===== config.mk =====
export PLATFORM = sky130hd
export DESIGN_NAME = pwm16_match_chan
export DESIGN_NICKNAME = d
export VERILOG_FILES = /design/src/rtl/pwm16_pkg.sv /design/src/rtl/pwm16_timebase.sv /design/src/rtl/pwm16_cmp_regs.sv /design/src/rtl/pwm16_out_latch.sv /design/src/rtl/pwm16_match_chan.sv
export SDC_FILE = /design/constraint.sdc
export NUM_CORES = 1
export LEC_CHECK = 0
export ABC_AREA = 1
export BUFFER_PORTS_ARGS = -buffer_cell sky130_fd_sc_hd__buf_4
export CORE_AREA = 2 2 69 71
export DETAILED_ROUTE_END_ITERATION = 12
export DIE_AREA = 0 0 71 73
export GPL_ROUTABILITY_DRIVEN = 0
export GPL_TIMING_DRIVEN = 0
export PLACE_DENSITY = 0.68
export SLEW_MARGIN = 10
export SYNTH_ARGS = -nofsm -noshare
export SYNTH_HDL_FRONTEND = slang
export SYNTH_SLANG_ARGS = --single-unit
export TNS_END_PERCENT = 1

===== constraint.sdc =====
create_clock -name clk -period 2.1 [get_ports clk]
set_input_delay 0.63 -clock clk [delete_from_list [all_inputs] [get_ports clk]]
set_output_delay 0.63 -clock clk [all_outputs]
set_load 0.01 [all_outputs]

===== src/rtl/pwm16_pkg.sv =====
package pwm16_pkg;

    // Register address map of the channel write port
    localparam int ADDR_W = 3;
    localparam int LANES  = 2;   // compare register is two bytes wide

    typedef enum logic [ADDR_W-1:0] {
        REG_CMP_LO   = 3'd0,
        REG_CMP_HI   = 3'd1,
        REG_MODE     = 3'd2,
        REG_IRQ_EN   = 3'd3,
        REG_FLAG_CLR = 3'd4
    } reg_addr_e;

    // Bit positions inside the mode, interrupt-enable and clear registers
    localparam int MODE_PWM_BIT   = 0;
    localparam int MODE_WIDE_BIT  = 1;
    localparam int MODE_MFLAG_BIT = 2;
    localparam int IRQ_MATCH_BIT  = 0;
    localparam int IRQ_OVF_BIT    = 1;
    localparam int CLR_MATCH_BIT  = 0;
    localparam int CLR_OVF_BIT    = 1;

    typedef struct packed {
        logic pwm;
        logic wide;
        logic mflag_en;
    } mode_t;

    typedef struct packed {
        logic match_en;
        logic ovf_en;
    } irq_en_t;

    typedef struct packed {
        logic clr_match;
        logic clr_ovf;
    } clr_t;

    typedef struct packed {
        logic match;
        logic wrap;
    } evt_t;

    function automatic logic chan_active(mode_t m, logic cmp_en);
        return cmp_en & m.pwm & m.wide;
    endfunction

    function automatic logic irq_merge(logic mflag, logic oflag, irq_en_t en);
        return (mflag & en.match_en) | (oflag & en.ovf_en);
    endfunction

endpackage


===== src/rtl/pwm16_timebase.sv =====
module pwm16_timebase #(
    parameter int CNT_W = 16
) (
    input  logic             clk,
    input  logic             rst,
    input  logic             run,
    output logic [CNT_W-1:0] count,
    output logic             wrap_q
);
    localparam logic [CNT_W-1:0] CNT_MAX = '1;

    // wrap_q is high during the cycle in which the counter has just rolled to 0
    always_ff @(posedge clk) begin
        if (rst) begin
            count  <= '0;
            wrap_q <= 1'b0;
        end else begin
            wrap_q <= run && (count == CNT_MAX);
            if (run) begin
                count <= count + CNT_W'(1);
            end
        end
    end

endmodule


===== src/rtl/pwm16_cmp_regs.sv =====
module pwm16_cmp_regs
    import pwm16_pkg::*;
#(
    parameter int BYTE_W = 8
) (
    input  logic                      clk,
    input  logic                      rst,
    input  logic                      wr_en,
    input  logic [ADDR_W-1:0]         wr_addr,
    input  logic [BYTE_W-1:0]         wr_data,
    output logic [LANES*BYTE_W-1:0]   cmp,
    output logic                      cmp_en,
    output mode_t                     mode,
    output irq_en_t                   irq_en,
    output clr_t                      clr
);
    localparam int CMP_W = LANES * BYTE_W;

    logic wr_lo, wr_hi, wr_mode, wr_irq, wr_clr;

    assign wr_lo   = wr_en && (wr_addr == REG_CMP_LO);
    assign wr_hi   = wr_en && (wr_addr == REG_CMP_HI);
    assign wr_mode = wr_en && (wr_addr == REG_MODE);
    assign wr_irq  = wr_en && (wr_addr == REG_IRQ_EN);
    assign wr_clr  = wr_en && (wr_addr == REG_FLAG_CLR);

    // One byte lane per address, lane b at address b
    for (genvar b = 0; b < LANES; b++) begin : g_lane
        logic [BYTE_W-1:0] lane_q;
        always_ff @(posedge clk) begin
            if (rst) begin
                lane_q <= '0;
            end else if (wr_en && (wr_addr == ADDR_W'(b))) begin
                lane_q <= wr_data;
            end
        end
        assign cmp[b*BYTE_W +: BYTE_W] = lane_q;
    end

    // Enable gating: low byte disarms, high byte re-arms
    always_ff @(posedge clk) begin
        if (rst) begin
            cmp_en <= 1'b0;
        end else if (wr_lo) begin
            cmp_en <= 1'b0;
        end else if (wr_hi) begin
            cmp_en <= 1'b1;
        end
    end

    always_ff @(posedge clk) begin
        if (rst) begin
            mode   <= '0;
            irq_en <= '0;
        end else begin
            if (wr_mode) begin
                mode.pwm      <= wr_data[MODE_PWM_BIT];
                mode.wide     <= wr_data[MODE_WIDE_BIT];
                mode.mflag_en <= wr_data[MODE_MFLAG_BIT];
            end
            if (wr_irq) begin
                irq_en.match_en <= wr_data[IRQ_MATCH_BIT];
                irq_en.ovf_en   <= wr_data[IRQ_OVF_BIT];
            end
        end
    end

    assign clr.clr_match = wr_clr && wr_data[CLR_MATCH_BIT];
    assign clr.clr_ovf   = wr_clr && wr_data[CLR_OVF_BIT];

    logic [CMP_W-1:0] unused_cmp_w;
    assign unused_cmp_w = cmp;

endmodule


===== src/rtl/pwm16_out_latch.sv =====
module pwm16_out_latch
    import pwm16_pkg::*;
#(
    parameter int CNT_W = 16
) (
    input  logic             clk,
    input  logic             rst,
    input  logic             run,
    input  logic [CNT_W-1:0] count,
    input  logic [CNT_W-1:0] cmp,
    input  logic             active,
    input  logic             mflag_en,
    input  logic             wrap_q,
    input  clr_t             clr,
    output evt_t             evt,
    output logic             pwm_out,
    output logic             match_flag,
    output logic             ovf_flag
);
    assign evt.match = active && run && (count == cmp);
    assign evt.wrap  = wrap_q;

    // Set/reset latch: match has priority over the wrap
    always_ff @(posedge clk) begin
        if (rst) begin
            pwm_out <= 1'b0;
        end else if (evt.match) begin
            pwm_out <= 1'b1;
        end else if (evt.wrap) begin
            pwm_out <= 1'b0;
        end
    end

    // Sticky flags: a set on the same edge as a clear wins
    always_ff @(posedge clk) begin
        if (rst) begin
            match_flag <= 1'b0;
            ovf_flag   <= 1'b0;
        end else begin
            if (evt.match && mflag_en) begin
                match_flag <= 1'b1;
            end else if (clr.clr_match) begin
                match_flag <= 1'b0;
            end
            if (evt.wrap) begin
                ovf_flag <= 1'b1;
            end else if (clr.clr_ovf) begin
                ovf_flag <= 1'b0;
            end
        end
    end

endmodule


===== src/rtl/pwm16_match_chan.sv =====
module pwm16_match_chan
    import pwm16_pkg::*;
#(
    parameter int BYTE_W = 8
) (
    input  logic                    clk,
    input  logic                    rst,
    input  logic                    run,
    input  logic                    wr_en,
    input  logic [2:0]              wr_addr,
    input  logic [BYTE_W-1:0]       wr_data,
    output logic [2*BYTE_W-1:0]     tb_count,
    output logic                    pwm_out,
    output logic                    match_flag,
    output logic                    ovf_flag,
    output logic                    irq
);
    localparam int CNT_W = LANES * BYTE_W;

    logic [CNT_W-1:0] count_s;
    logic [CNT_W-1:0] cmp_s;
    logic             wrap_s;
    logic             cmp_en_s;
    logic             active_s;
    mode_t            mode_s;
    irq_en_t          irq_en_s;
    clr_t             clr_s;
    evt_t             evt_s;

    pwm16_timebase #(.CNT_W(CNT_W)) u_timebase (
        .clk    (clk),
        .rst    (rst),
        .run    (run),
        .count  (count_s),
        .wrap_q (wrap_s)
    );

    pwm16_cmp_regs #(.BYTE_W(BYTE_W)) u_regs (
        .clk     (clk),
        .rst     (rst),
        .wr_en   (wr_en),
        .wr_addr (wr_addr),
        .wr_data (wr_data),
        .cmp     (cmp_s),
        .cmp_en  (cmp_en_s),
        .mode    (mode_s),
        .irq_en  (irq_en_s),
        .clr     (clr_s)
    );

    assign active_s = chan_active(mode_s, cmp_en_s);

    pwm16_out_latch #(.CNT_W(CNT_W)) u_latch (
        .clk        (clk),
        .rst        (rst),
        .run        (run),
        .count      (count_s),
        .cmp        (cmp_s),
        .active     (active_s),
        .mflag_en   (mode_s.mflag_en),
        .wrap_q     (wrap_s),
        .clr        (clr_s),
        .evt        (evt_s),
        .pwm_out    (pwm_out),
        .match_flag (match_flag),
        .ovf_flag   (ovf_flag)
    );

    assign tb_count = count_s;
    assign irq      = irq_merge(match_flag, ovf_flag, irq_en_s);

    logic unused_evt;
    assign unused_evt = evt_s.match ^ evt_s.wrap;

endmodule


==> results of run 1 <==
-- power by group through the flow --
stage	logic, mW	clock network [mW]	registers [mW]
2_1_floorplan	0.0712	0	0.846
3_3_place_gp	0.123	0	0.846
3_5_place_dp	0.125	0	0.847
4_1_cts	0.126	0.558	0.828
5_1_grt	0.143	0.586	0.831
6_report	0.126	0.540	0.828
-- registers in the layout, summed over array words and instances (netlist names) --
name,cells
u_regs.g_lane.lane_q,16
u_timebase.count,16
u_regs.mode,3
u_regs.irq_en,2
u_latch.match_flag,1
u_latch.ovf_flag,1
u_latch.pwm_out,1
u_regs.cmp_en,1
u_timebase.wrap_q,1
-- final cells by class --
type	instances	area, um2
multi-input cells	187	905
well taps	54	67.6
plain buffers	6	25.0
repair buffers	33	248
inverters	40	150
clock inverters	1	5.00
flip-flops and latches	42	841
clock buffers	7	86.3
fillers	465	2210
-- cells in the final DEF, fill, tap and decap left out, types with 6 or more instances in the layout --
cell type                  synthesis  layout
sky130_fd_sc_hd__nand2_1          46      46
sky130_fd_sc_hd__clkbuf_8          0       6
sky130_fd_sc_hd__nor2_1           41      41
sky130_fd_sc_hd__xnor2_1           6       6
sky130_fd_sc_hd__inv_1            36      36
sky130_fd_sc_hd__nand3_1          13      13
sky130_fd_sc_hd__a21oi_1          23      23
sky130_fd_sc_hd__dfxtp_1          42      42
sky130_fd_sc_hd__buf_4             0      33
sky130_fd_sc_hd__o21ai_0          29      29
-- stage by stage --
| step | util, % | hold WS (ps) |
|---|---|---|
| 6_report | 51.3 | 460 |
| 5_1_grt | 51.3 | 487 |
| 2_1_floorplan | - | 424 |
| 4_1_cts | 51.3 | 464 |
| 3_3_place_gp | 49.3 | 442 |
| 3_5_place_dp | 49.3 | 452 |
-- routing by layer --
metal / up-vias / global-route usage (%) / part of all wire (%)
li1: 959 / - / -
met1: 797 / 25.2 / 49
met2: 36 / 28.3 / 46
met3: 4 / 4.97 / 4.1
met4: 0 / 7.13 / 0.79
met5: - / 0 / 0
-- path summary, 6_finish.rpt --
path / startpoint / to / slack, ps / cells after the start
worst min register to register: u_timebase.wrap_q / u_latch.ovf_flag / 460 / 2
worst max-delay path: u_regs.irq_en[0] / irq / 490 / 2
worst min-delay path: u_timebase.wrap_q / u_latch.ovf_flag / 460 / 2
worst max register to register: u_timebase.count[0] / u_timebase.count[12] / 520 / 10
-- worst max-delay path, delay by kind of cell (launching register included) --
family	cells	cell delay (ps)
AOI/OAI and AO/OA	1	230
DFF	1	330
buffers and inverters	1	140
-- cells by family (layout without fill, tap and decap cells) --
| kind of cell | Yosys count | in the layout |
|---|---|---|
| simple gates | 120 | 120 |
| compound gates | 57 | 57 |
| buf+inv | 46 | 87 |
| flops | 42 | 42 |
| xor+xnor | 9 | 9 |
| fa+ha+maj | 1 | 1 |
==> flow_results.xml, run 1 <==
<?xml version="1.0" encoding="UTF-8"?>
<metrics>
  <group name="global_route">
    <metric name="grt_pass1_wl" unit="mm">7.36</metric>
    <metric name="grt_remaining_overflow" unit="">0</metric>
    <metric name="largest_net_degree_at_the_start_of_global_routing" unit="">13</metric>
    <metric name="first_global_vias" unit="">1549</metric>
    <metric name="total_grt_usage" unit="%">18.6</metric>
    <metric name="grt_antenna_before_repair" unit="">0</metric>
  </group>
  <group name="placement">
    <metric name="dpl_cell_area" unit="mm2">0.00224</metric>
    <metric name="dpl_worst_slack" unit="ps">256</metric>
    <metric name="port-buffer-count" unit="">33</metric>
    <metric name="place.detailed.hpwl" unit="mm">3.44</metric>
    <metric name="dp_cells" unit="">362</metric>
  </group>
  <group name="power">
    <metric name="p_per_area" unit="mW/mm2">642</metric>
    <metric name="post-layout-total-power" unit="mW">1.49</metric>
    <metric name="irDropWorstVdd" unit="mV">0.280</metric>
    <metric name="power_report.internal_total" unit="mW">1.13</metric>
    <metric name="seq_power_share" unit="%">55.4</metric>
    <metric name="power_leakage" unit="nW">0.997</metric>
    <metric name="combinationalPowerShare" unit="%">8.4</metric>
    <metric name="sw_frac_of_total" unit="%">24.2</metric>
    <metric name="clock_power_share" unit="%">36.1</metric>
    <metric name="power_switching" unit="mW">0.362</metric>
  </group>
  <group name="setup_path">
    <metric name="timing.critical_path.slowest_stage_cell" unit="">sky130_fd_sc_hd__dfxtp_1</metric>
    <metric name="timing.critical_path.fanout_max" unit="">2</metric>
    <metric name="cp_cell_instances" unit="">a22o_1 &gt; buf_4</metric>
    <metric name="path_class" unit="">register to output port</metric>
    <metric name="arrival" unit="ps">980</metric>
    <metric name="worst_ep_required_time" unit="ps">1470</metric>
    <metric name="critPathCaptureType" unit="">output port</metric>
    <metric name="cpPeakStageDelay" unit="ps">330</metric>
    <metric name="setup.worst_path.start_class" unit="">register</metric>
  </group>
  <group name="finish">
    <metric name="layoutNonFillerInstCount" unit="">370</metric>
    <metric name="drive_gt1_share" unit="%">17.7</metric>
    <metric name="nets" unit="">331</metric>
    <metric name="fin_area" unit="mm2">0.00233</metric>
    <metric name="antenna-diode-count" unit="">0</metric>
    <metric name="area_growth_syn_to_layout" unit="%">21.2</metric>
  </group>
  <group name="clock_network">
    <metric name="cts-htree-levels" unit="">2</metric>
    <metric name="hold_buffers" unit="">0</metric>
    <metric name="clk_pin_slew" unit="ps">80</metric>
    <metric name="tritoncts" unit="">done</metric>
    <metric name="cts_setup_buffers" unit="">0</metric>
    <metric name="ctsLongestPathBuffers" unit="">2</metric>
    <metric name="cts-resized-gates" unit="">0</metric>
    <metric name="clock_sinks" unit="">42</metric>
    <metric name="clk_latency" unit="ps">300</metric>
    <metric name="clk_root_buffer_cell" unit="">sky130_fd_sc_hd__clkbuf_8</metric>
    <metric name="cts_made_buffers" unit="">5</metric>
  </group>
  <group name="synthesis">
    <metric name="yosys.area_share.adder" unit="%">0.651</metric>
    <metric name="synth-xor-area-share" unit="%">4.10</metric>
    <metric name="yosys-top-cells-count" unit="">sky130_fd_sc_hd__nand2_1, sky130_fd_sc_hd__dfxtp_1, sky130_fd_sc_hd__nor2_1</metric>
    <metric name="syn_nets" unit="">291</metric>
    <metric name="netlist.top_cell.by_area" unit="">sky130_fd_sc_hd__dfxtp_1</metric>
    <metric name="synthSimpleGateAreaFrac" unit="%">27.1</metric>
    <metric name="synth-compound-area-share" unit="%">15.2</metric>
    <metric name="yosys.cell_count.top_type" unit="">sky130_fd_sc_hd__nand2_1</metric>
    <metric name="post_synth.cell_area_avg" unit="um2">6.98</metric>
    <metric name="yosys-mux-area-fraction" unit="%">0</metric>
    <metric name="synth_top_family_by_area" unit="">simple AND/OR/NAND/NOR gates</metric>
    <metric name="syn_inst" unit="">275</metric>
    <metric name="synth-seq-cells" unit="">42</metric>
    <metric name="synth_top_flop_cell" unit="">sky130_fd_sc_hd__dfxtp_1</metric>
    <metric name="post_synth_main_area_contributors" unit="">sky130_fd_sc_hd__dfxtp_1, sky130_fd_sc_hd__nand2_1, sky130_fd_sc_hd__nor2_1</metric>
    <metric name="portion_of_the_post_synthesis_area_used_by_sequential_elements" unit="%">43.8</metric>
    <metric name="synthDistinctLibCells" unit="">25</metric>
    <metric name="post_synthesis_cell_area" unit="mm2">0.00192</metric>
    <metric name="number_of_flops_mapped_to_enable_cells_by_yosys" unit="">0</metric>
    <metric name="ys_warn_count" unit="">0</metric>
    <metric name="synth_top_cell_area_share" unit="%">43.8</metric>
    <metric name="synth-async-reset-ratio" unit="%">0</metric>
  </group>
  <group name="detailed_routing">
    <metric name="route.antenna.remaining_nets" unit="">0</metric>
    <metric name="wirelength" unit="mm">4.53</metric>
    <metric name="dr.first_iter.drc_count" unit="">79</metric>
    <metric name="drt-pass1-iter-count" unit="">5</metric>
    <metric name="route.vias.total" unit="">1796</metric>
    <metric name="via_per_inst" unit="">4.85</metric>
    <metric name="drcViolationCount" unit="">0</metric>
    <metric name="routed_wire_length_per_instance" unit="um">12.3</metric>
  </group>
  <group name="timing">
    <metric name="setup_viol" unit="">0</metric>
    <metric name="final_hold_viol_count" unit="">0</metric>
    <metric name="fmax" unit="GHz">0.619</metric>
    <metric name="fin_crit_sh" unit="%">76.9</metric>
    <metric name="finalClockSkew" unit="ps">3.95</metric>
    <metric name="final_period_minus_worst_setup_slack" unit="ps">1610</metric>
    <metric name="setup_tns" unit="ps">0</metric>
    <metric name="relative_slew_slack" unit="%">68.8</metric>
    <metric name="rsz0062_at_grt" unit="">false</metric>
    <metric name="final_max_slew_viol_count" unit="">0</metric>
    <metric name="worst_slew_pin_slew" unit="ps">468</metric>
    <metric name="post-route-worst-setup-slack" unit="ps">485</metric>
  </group>
  <group name="floorplanning">
    <metric name="floorplan.initialDensity" unit="%">42.3</metric>
    <metric name="pin_count" unit="">35</metric>
    <metric name="die_w" unit="um">71</metric>
    <metric name="core" unit="mm2">0.00454</metric>
    <metric name="die-area" unit="mm2">0.00518</metric>
    <metric name="rows" unit="">25</metric>
    <metric name="floorplan.die.height" unit="um">73</metric>
  </group>
  <group name="outcome">
    <metric name="outcome" unit="">complete, no violations</metric>
  </group>
  <group name="hold_path">
    <metric name="hold_path.class" unit="">register to register</metric>
  </group>
  <group name="job">
    <metric name="drv.max_cap_violation_count" unit="">0</metric>
  </group>
</metrics>
(Power assumes the default switching activity.)
==> run 2, diff against run 1 <==
- clock period: 2.1 -> 1.65 ns (I/O delays scaled with it)
==> run 2 against run 1 <==
  * Hold slack worse by 45 ps
  * First-iteration DRC count did not move
  * Combinational power is 27% higher
  * Die area stayed put
  * Setup slack got worse by 320 ps
  * Critical endpoint is now u_timebase.count[12]
  * Cell count stayed put
  * Power rose by 27%
  * Clock-buffer cell count unchanged
  * Global-route usage did not move
  * Sequential power increased by 27%
  * Via count decreased by 0.33%
  * Register-to-register slack got worse by 360 ps
  * Largest power group unchanged
==> flow_results.xml, run 2 (same netlist as run 1, synthesis figures left out) <==
<?xml version="1.0" encoding="UTF-8"?>
<metrics>
  <group name="timing">
    <metric name="fin_crit_sh" unit="%">90.0</metric>
    <metric name="worst_slew_pin_slew" unit="ps">481</metric>
    <metric name="fmax" unit="GHz">0.673</metric>
    <metric name="post-route-worst-setup-slack" unit="ps">165</metric>
    <metric name="final_max_slew_viol_count" unit="">0</metric>
    <metric name="relative_slew_slack" unit="%">67.9</metric>
    <metric name="holdWs" unit="ps">415</metric>
    <metric name="setup_viol" unit="">0</metric>
    <metric name="rsz0062_at_grt" unit="">false</metric>
    <metric name="finalClockSkew" unit="ps">3.72</metric>
    <metric name="final_period_minus_worst_setup_slack" unit="ps">1490</metric>
    <metric name="final_hold_viol_count" unit="">0</metric>
  </group>
  <group name="setup_path">
    <metric name="cp-startpoint" unit="">u_timebase.count[0]</metric>
    <metric name="ff2ff_setup_slack" unit="ps">160</metric>
    <metric name="regToRegStartpoint" unit="">u_timebase.count[0]</metric>
    <metric name="setup.worst_path.start_class" unit="">register</metric>
    <metric name="timing.critical_path.fanout_max" unit="">7</metric>
    <metric name="arrival" unit="ps">1690</metric>
    <metric name="worst_r2r_path_depth" unit="">10</metric>
    <metric name="worstReg2RegEnd" unit="">u_timebase.count[12]</metric>
    <metric name="worst_ep_required_time" unit="ps">1850</metric>
    <metric name="critPathCaptureType" unit="">register</metric>
    <metric name="path_class" unit="">register to register</metric>
  </group>
  <group name="hold_path">
    <metric name="hold_path.class" unit="">input port to register</metric>
    <metric name="worstHoldPathCells" unit="">2</metric>
    <metric name="min_delay_worst_endpoint" unit="">u_timebase.count[0]</metric>
    <metric name="hold_path.startpoint" unit="">run</metric>
  </group>
  <group name="floorplanning">
    <metric name="pin_count" unit="">35</metric>
    <metric name="core" unit="mm2">0.00454</metric>
    <metric name="die_w" unit="um">71</metric>
    <metric name="die-area" unit="mm2">0.00518</metric>
    <metric name="rows" unit="">25</metric>
    <metric name="floorplan.die.height" unit="um">73</metric>
    <metric name="floorplan.initialDensity" unit="%">42.3</metric>
  </group>
  <group name="detailed_routing">
    <metric name="route.vias.total" unit="">1790</metric>
    <metric name="route.antenna.remaining_nets" unit="">0</metric>
    <metric name="dr.first_iter.drc_count" unit="">79</metric>
    <metric name="drcViolationCount" unit="">0</metric>
    <metric name="drt-pass1-iter-count" unit="">5</metric>
    <metric name="wirelength" unit="mm">4.52</metric>
    <metric name="routed_wire_length_per_instance" unit="um">12.2</metric>
    <metric name="via_per_inst" unit="">4.84</metric>
  </group>
  <group name="finish">
    <metric name="antenna-diode-count" unit="">0</metric>
    <metric name="final_common_cell" unit="">sky130_fd_sc_hd__nand2_1</metric>
    <metric name="biggestRegsByFlops" unit="">u_regs.g_lane.lane_q: 16 flops, u_timebase.count: 16 flops, u_regs.mode: 3 flops</metric>
    <metric name="final_cell_mix" unit="">sky130_fd_sc_hd__nand2_1, sky130_fd_sc_hd__nor2_1, sky130_fd_sc_hd__dfxtp_1</metric>
    <metric name="area_growth_syn_to_layout" unit="%">21.4</metric>
    <metric name="nets" unit="">331</metric>
    <metric name="drive_gt1_share" unit="%">18.4</metric>
    <metric name="layout.filler_cells" unit="">464</metric>
  </group>
  <group name="global_route">
    <metric name="grt_pass1_wl" unit="mm">7.36</metric>
    <metric name="first_global_vias" unit="">1549</metric>
    <metric name="grt_antenna_before_repair" unit="">0</metric>
    <metric name="largest_net_degree_at_the_start_of_global_routing" unit="">13</metric>
    <metric name="total_grt_usage" unit="%">18.6</metric>
    <metric name="grt_remaining_overflow" unit="">0</metric>
  </group>
  <group name="clock_network">
    <metric name="ctsLongestPathBuffers" unit="">2</metric>
    <metric name="clk_latency" unit="ps">300</metric>
    <metric name="cts_setup_buffers" unit="">0</metric>
    <metric name="clock_sinks" unit="">42</metric>
    <metric name="clk_root_buffer_cell" unit="">sky130_fd_sc_hd__clkbuf_8</metric>
    <metric name="clk_pin_slew" unit="ps">80</metric>
    <metric name="tritoncts" unit="">done</metric>
    <metric name="cts_made_buffers" unit="">5</metric>
    <metric name="cts-htree-levels" unit="">2</metric>
    <metric name="hold_buffers" unit="">0</metric>
    <metric name="cts-resized-gates" unit="">0</metric>
  </group>
  <group name="power">
    <metric name="p_per_area" unit="mW/mm2">816</metric>
    <metric name="power_leakage" unit="nW">0.998</metric>
    <metric name="irDropWorstVdd" unit="mV">0.355</metric>
    <metric name="post-layout-total-power" unit="mW">1.90</metric>
  </group>
  <group name="placement">
    <metric name="port-buffer-count" unit="">33</metric>
    <metric name="dpl_worst_slack" unit="ps">-59.1</metric>
    <metric name="place.detailed.hpwl" unit="mm">3.44</metric>
  </group>
  <group name="outcome">
    <metric name="outcome" unit="">complete, no violations</metric>
  </group>
  <group name="job">
    <metric name="drv.max_cap_violation_count" unit="">0</metric>
  </group>
</metrics>
==> run 2: final cells by class <==
type | count | area (um2) | share of cell area [%]
buffer | 6 | 25.0 | 1.07
clock buffer | 7 | 86.3 | 3.70
clock inverter | 1 | 5.00 | 0.215
inverter | 40 | 150 | 6.44
multi-input combinational | 187 | 905 | 38.8
sequential | 42 | 846 | 36.3
tap | 54 | 67.6 | 2.90
timing repair buffer | 33 | 248 | 10.6
==> run 2: stage by stage <==
stage | cells | setup TNS (ps) | utilization, % | area (um2)
final | 370 | 0 | 51.4 | 2330
after floorplan | 275 | 0 | - | 1920
after global routing | 370 | 0 | 51.4 | 2330
after global placement | 362 | -21.3 | 49.3 | 2240
after detailed placement | 362 | -260 | 49.3 | 2240
after CTS | 370 | 0 | 51.3 | 2330
==> run 2: worst max path at each step <==
stage / end / slack, ps
floorplan: u_timebase.count[12] / 230
global placement: u_regs.g_lane[0].lane_q[4] / -10
detailed placement: u_regs.g_lane[0].lane_q[4] / -60
CTS: u_timebase.count[12] / 60
global route: u_timebase.count[12] / 7
finish: u_timebase.count[12] / 160
==> run 2: critical path: stages, from the launching register on <==
cell	delay, ps
sky130_fd_sc_hd__dfxtp_4	390
sky130_fd_sc_hd__ha_1	180
sky130_fd_sc_hd__nand3_1	100
sky130_fd_sc_hd__nor2_2	160
sky130_fd_sc_hd__nand2_2	80
sky130_fd_sc_hd__inv_2	80
sky130_fd_sc_hd__nand2_2	70
sky130_fd_sc_hd__nor3_2	150
sky130_fd_sc_hd__nand2_1	80
sky130_fd_sc_hd__nand2_1	60
sky130_fd_sc_hd__nor2_1	40
==> run 2: power breakdown <==
group	switching (mW)	internal [mW]	leakage [nW]
clock	0.352	0.338	0.0482
combinational	0.0935	0.0667	0.608
sequential	0.0177	1.04	0.341
==> run 2: metal layers <==
metal / GRT usage [%] / part of all wire [%] / wire (um)
met1: 25.2 / 49 / 2220
met3: 4.97 / 3.7 / 169
met2: 28.3 / 46 / 2060
met5: 0 / 0 / 0
met4: 7.13 / 1.6 / 71
==> run 3, diff against run 2 <==
- BUFFER_PORTS_ARGS: -buffer_cell sky130_fd_sc_hd__buf_4 -> unset
- DONT_BUFFER_PORTS: unset -> 1
- PLACE_DENSITY: 0.68 -> 0.61
==> run 3 against run 2 <==
  * Clock-buffer cell count increased by 1
  * Hold slack lost 140 ps
  * Highest routed layer unchanged
  * Critical path type unchanged
  * Setup slack got worse by 15 ps
==> flow_results.xml, run 3 (same netlist as run 1, synthesis figures left out) <==
<?xml version="1.0" encoding="UTF-8"?>
<metrics>
  <group name="outcome">
    <metric name="outcome" unit="">complete, no violations</metric>
  </group>
  <group name="placement">
    <metric name="place.detailed.hpwl" unit="mm">3.37</metric>
    <metric name="dpl_cell_area" unit="mm2">0.00199</metric>
    <metric name="port-buffer-count" unit="">0</metric>
  </group>
  <group name="setup_path">
    <metric name="arrival" unit="ps">1700</metric>
    <metric name="worst_ep_required_time" unit="ps">1850</metric>
    <metric name="setup.worst_path.start_class" unit="">register</metric>
    <metric name="timing.critical_path.fanout_max" unit="">5</metric>
    <metric name="critPathCaptureType" unit="">register</metric>
    <metric name="path_class" unit="">register to register</metric>
    <metric name="timing.critical_path.slowest_stage_cell" unit="">sky130_fd_sc_hd__dfxtp_2</metric>
    <metric name="cpPeakStageDelay" unit="ps">390</metric>
    <metric name="cp_cell_instances" unit="">ha_1 &gt; nand3_1 &gt; nor2_2 &gt; nand2_2 &gt; inv_2 &gt; nand2_2 &gt; nor3_2 &gt; nand2_1 &gt; nand2_1 &gt; nor2_1</metric>
  </group>
  <group name="detailed_routing">
    <metric name="wirelength" unit="mm">4.45</metric>
    <metric name="dr.first_iter.drc_count" unit="">82</metric>
    <metric name="routed_wire_length_per_instance" unit="um">13.2</metric>
    <metric name="route.vias.total" unit="">1680</metric>
    <metric name="route.antenna.remaining_nets" unit="">0</metric>
    <metric name="drcViolationCount" unit="">0</metric>
    <metric name="drt-pass1-iter-count" unit="">4</metric>
    <metric name="via_per_inst" unit="">4.99</metric>
  </group>
  <group name="finish">
    <metric name="fin_area" unit="mm2">0.00211</metric>
    <metric name="antenna-diode-count" unit="">0</metric>
    <metric name="drive_gt1_share" unit="%">9.89</metric>
    <metric name="final_common_cell" unit="">sky130_fd_sc_hd__nand2_1</metric>
    <metric name="nets" unit="">298</metric>
    <metric name="area_growth_syn_to_layout" unit="%">9.71</metric>
    <metric name="final_cell_mix" unit="">sky130_fd_sc_hd__nand2_1, sky130_fd_sc_hd__nor2_1, sky130_fd_sc_hd__dfxtp_1</metric>
    <metric name="biggestRegsByFlops" unit="">u_regs.g_lane.lane_q: 16 flops, u_timebase.count: 16 flops, u_regs.mode: 3 flops</metric>
  </group>
  <group name="power">
    <metric name="irDropWorstVdd" unit="mV">0.454</metric>
    <metric name="p_per_area" unit="mW/mm2">925</metric>
    <metric name="power_leakage" unit="nW">0.837</metric>
  </group>
  <group name="timing">
    <metric name="rsz0062_at_grt" unit="">false</metric>
    <metric name="worst_slew_pin_slew" unit="ps">436</metric>
    <metric name="setup_tns" unit="ps">0</metric>
    <metric name="finalClockSkew" unit="ps">7.95</metric>
    <metric name="fmax" unit="GHz">0.666</metric>
    <metric name="setup_viol" unit="">0</metric>
    <metric name="final_max_slew_viol_count" unit="">0</metric>
    <metric name="relative_slew_slack" unit="%">70.9</metric>
    <metric name="final_period_minus_worst_setup_slack" unit="ps">1500</metric>
    <metric name="final_hold_viol_count" unit="">0</metric>
    <metric name="fin_crit_sh" unit="%">90.9</metric>
  </group>
  <group name="clock_network">
    <metric name="clk_pin_slew" unit="ps">80</metric>
    <metric name="cts-resized-gates" unit="">1</metric>
    <metric name="clk_root_buffer_cell" unit="">sky130_fd_sc_hd__clkbuf_8</metric>
    <metric name="cts-htree-levels" unit="">2</metric>
    <metric name="ctsLongestPathBuffers" unit="">2</metric>
    <metric name="clock_sinks" unit="">42</metric>
    <metric name="tritoncts" unit="">done</metric>
    <metric name="hold_buffers" unit="">0</metric>
    <metric name="cts_setup_buffers" unit="">0</metric>
    <metric name="cts_made_buffers" unit="">5</metric>
    <metric name="clk_latency" unit="ps">300</metric>
  </group>
  <group name="global_route">
    <metric name="first_global_vias" unit="">1625</metric>
    <metric name="largest_net_degree_at_the_start_of_global_routing" unit="">13</metric>
    <metric name="total_grt_usage" unit="%">18.7</metric>
    <metric name="grt_remaining_overflow" unit="">0</metric>
    <metric name="grt_antenna_before_repair" unit="">0</metric>
    <metric name="grt_pass1_wl" unit="mm">7.42</metric>
  </group>
  <group name="floorplanning">
    <metric name="floorplan.die.height" unit="um">73</metric>
    <metric name="die-area" unit="mm2">0.00518</metric>
    <metric name="floorplan.initialDensity" unit="%">42.3</metric>
    <metric name="rows" unit="">25</metric>
    <metric name="pin_count" unit="">35</metric>
    <metric name="die_w" unit="um">71</metric>
    <metric name="core" unit="mm2">0.00454</metric>
  </group>
  <group name="hold_path">
    <metric name="hold_path.class" unit="">input port to register</metric>
  </group>
  <group name="job">
    <metric name="drv.max_cap_violation_count" unit="">0</metric>
  </group>
</metrics>
[run 3: cell types whose count changed in the layout (fill, tap and decap cells not counted), sizes merged]
cell,previous run,this run
buf,35,2
clkinv,1,0
clkbuf,11,12
[run 3: cell type report]
| cell class | instances | area, um2 |
|---|---|---|
| plain buffers | 6 | 25.0 |
| clock buffers | 8 | 110 |
| fillers | 473 | 2430 |
| inverters | 40 | 150 |
| multi-input cells | 187 | 907 |
| flip-flops and latches | 42 | 847 |
| well taps | 54 | 67.6 |
[run 3: worst max-delay path: cells and delay by family, from the launching register on]
kind / cells / cell delay, ps
and+or+nand+nor: 8 / 730
DFF: 1 / 390
adders and majority gates: 1 / 200
buffers and inverters: 1 / 80
[run 3: final timing paths]
| check | endpoint | slack (ps) | from | cells past startpoint |
|---|---|---|---|---|
| worst max-delay path | u_timebase.count[12] | 150 | u_timebase.count[1] | 10 |
| worst min-delay path | u_timebase.count[0] | 270 | run | 1 |
| worst min register to register | u_regs.irq_en[1] | 450 | u_regs.irq_en[1] | 2 |
| worst max register to register | u_timebase.count[12] | 150 | u_timebase.count[1] | 10 |
[run 3: stage by stage]
| stage | hold WS [ps] | util, % | cells | setup WS [ps] | total power, mW |
|---|---|---|---|---|---|
| floorplan | 424 | - | 275 | 225 | 1.17 |
| global placement | 441 | 43.8 | 329 | -87.0 | 1.19 |
| detailed placement | 448 | 43.8 | 329 | -34.9 | 1.20 |
| CTS | 264 | 46.3 | 337 | 48.0 | 1.97 |
| global route | 267 | 46.5 | 337 | 2.34 | 2.03 |
| finish | 273 | 46.5 | 337 | 149 | 1.95 |
[run 3: power by group]
group,internal [mW],switching [mW]
logic,0.0416,0.0734
registers,1.04,0.0200
clock network,0.423,0.355
[run 3: per-layer routing]
layer | vias to the layer above | wire length (um) | GRT usage, %
met5 | - | 0 | 0
met4 | 0 | 63 | 5.87
met3 | 6 | 318 | 7.46
met2 | 35 | 2010 | 30.7
met1 | 749 | 2070 | 22.6
li1 | 890 | - | -
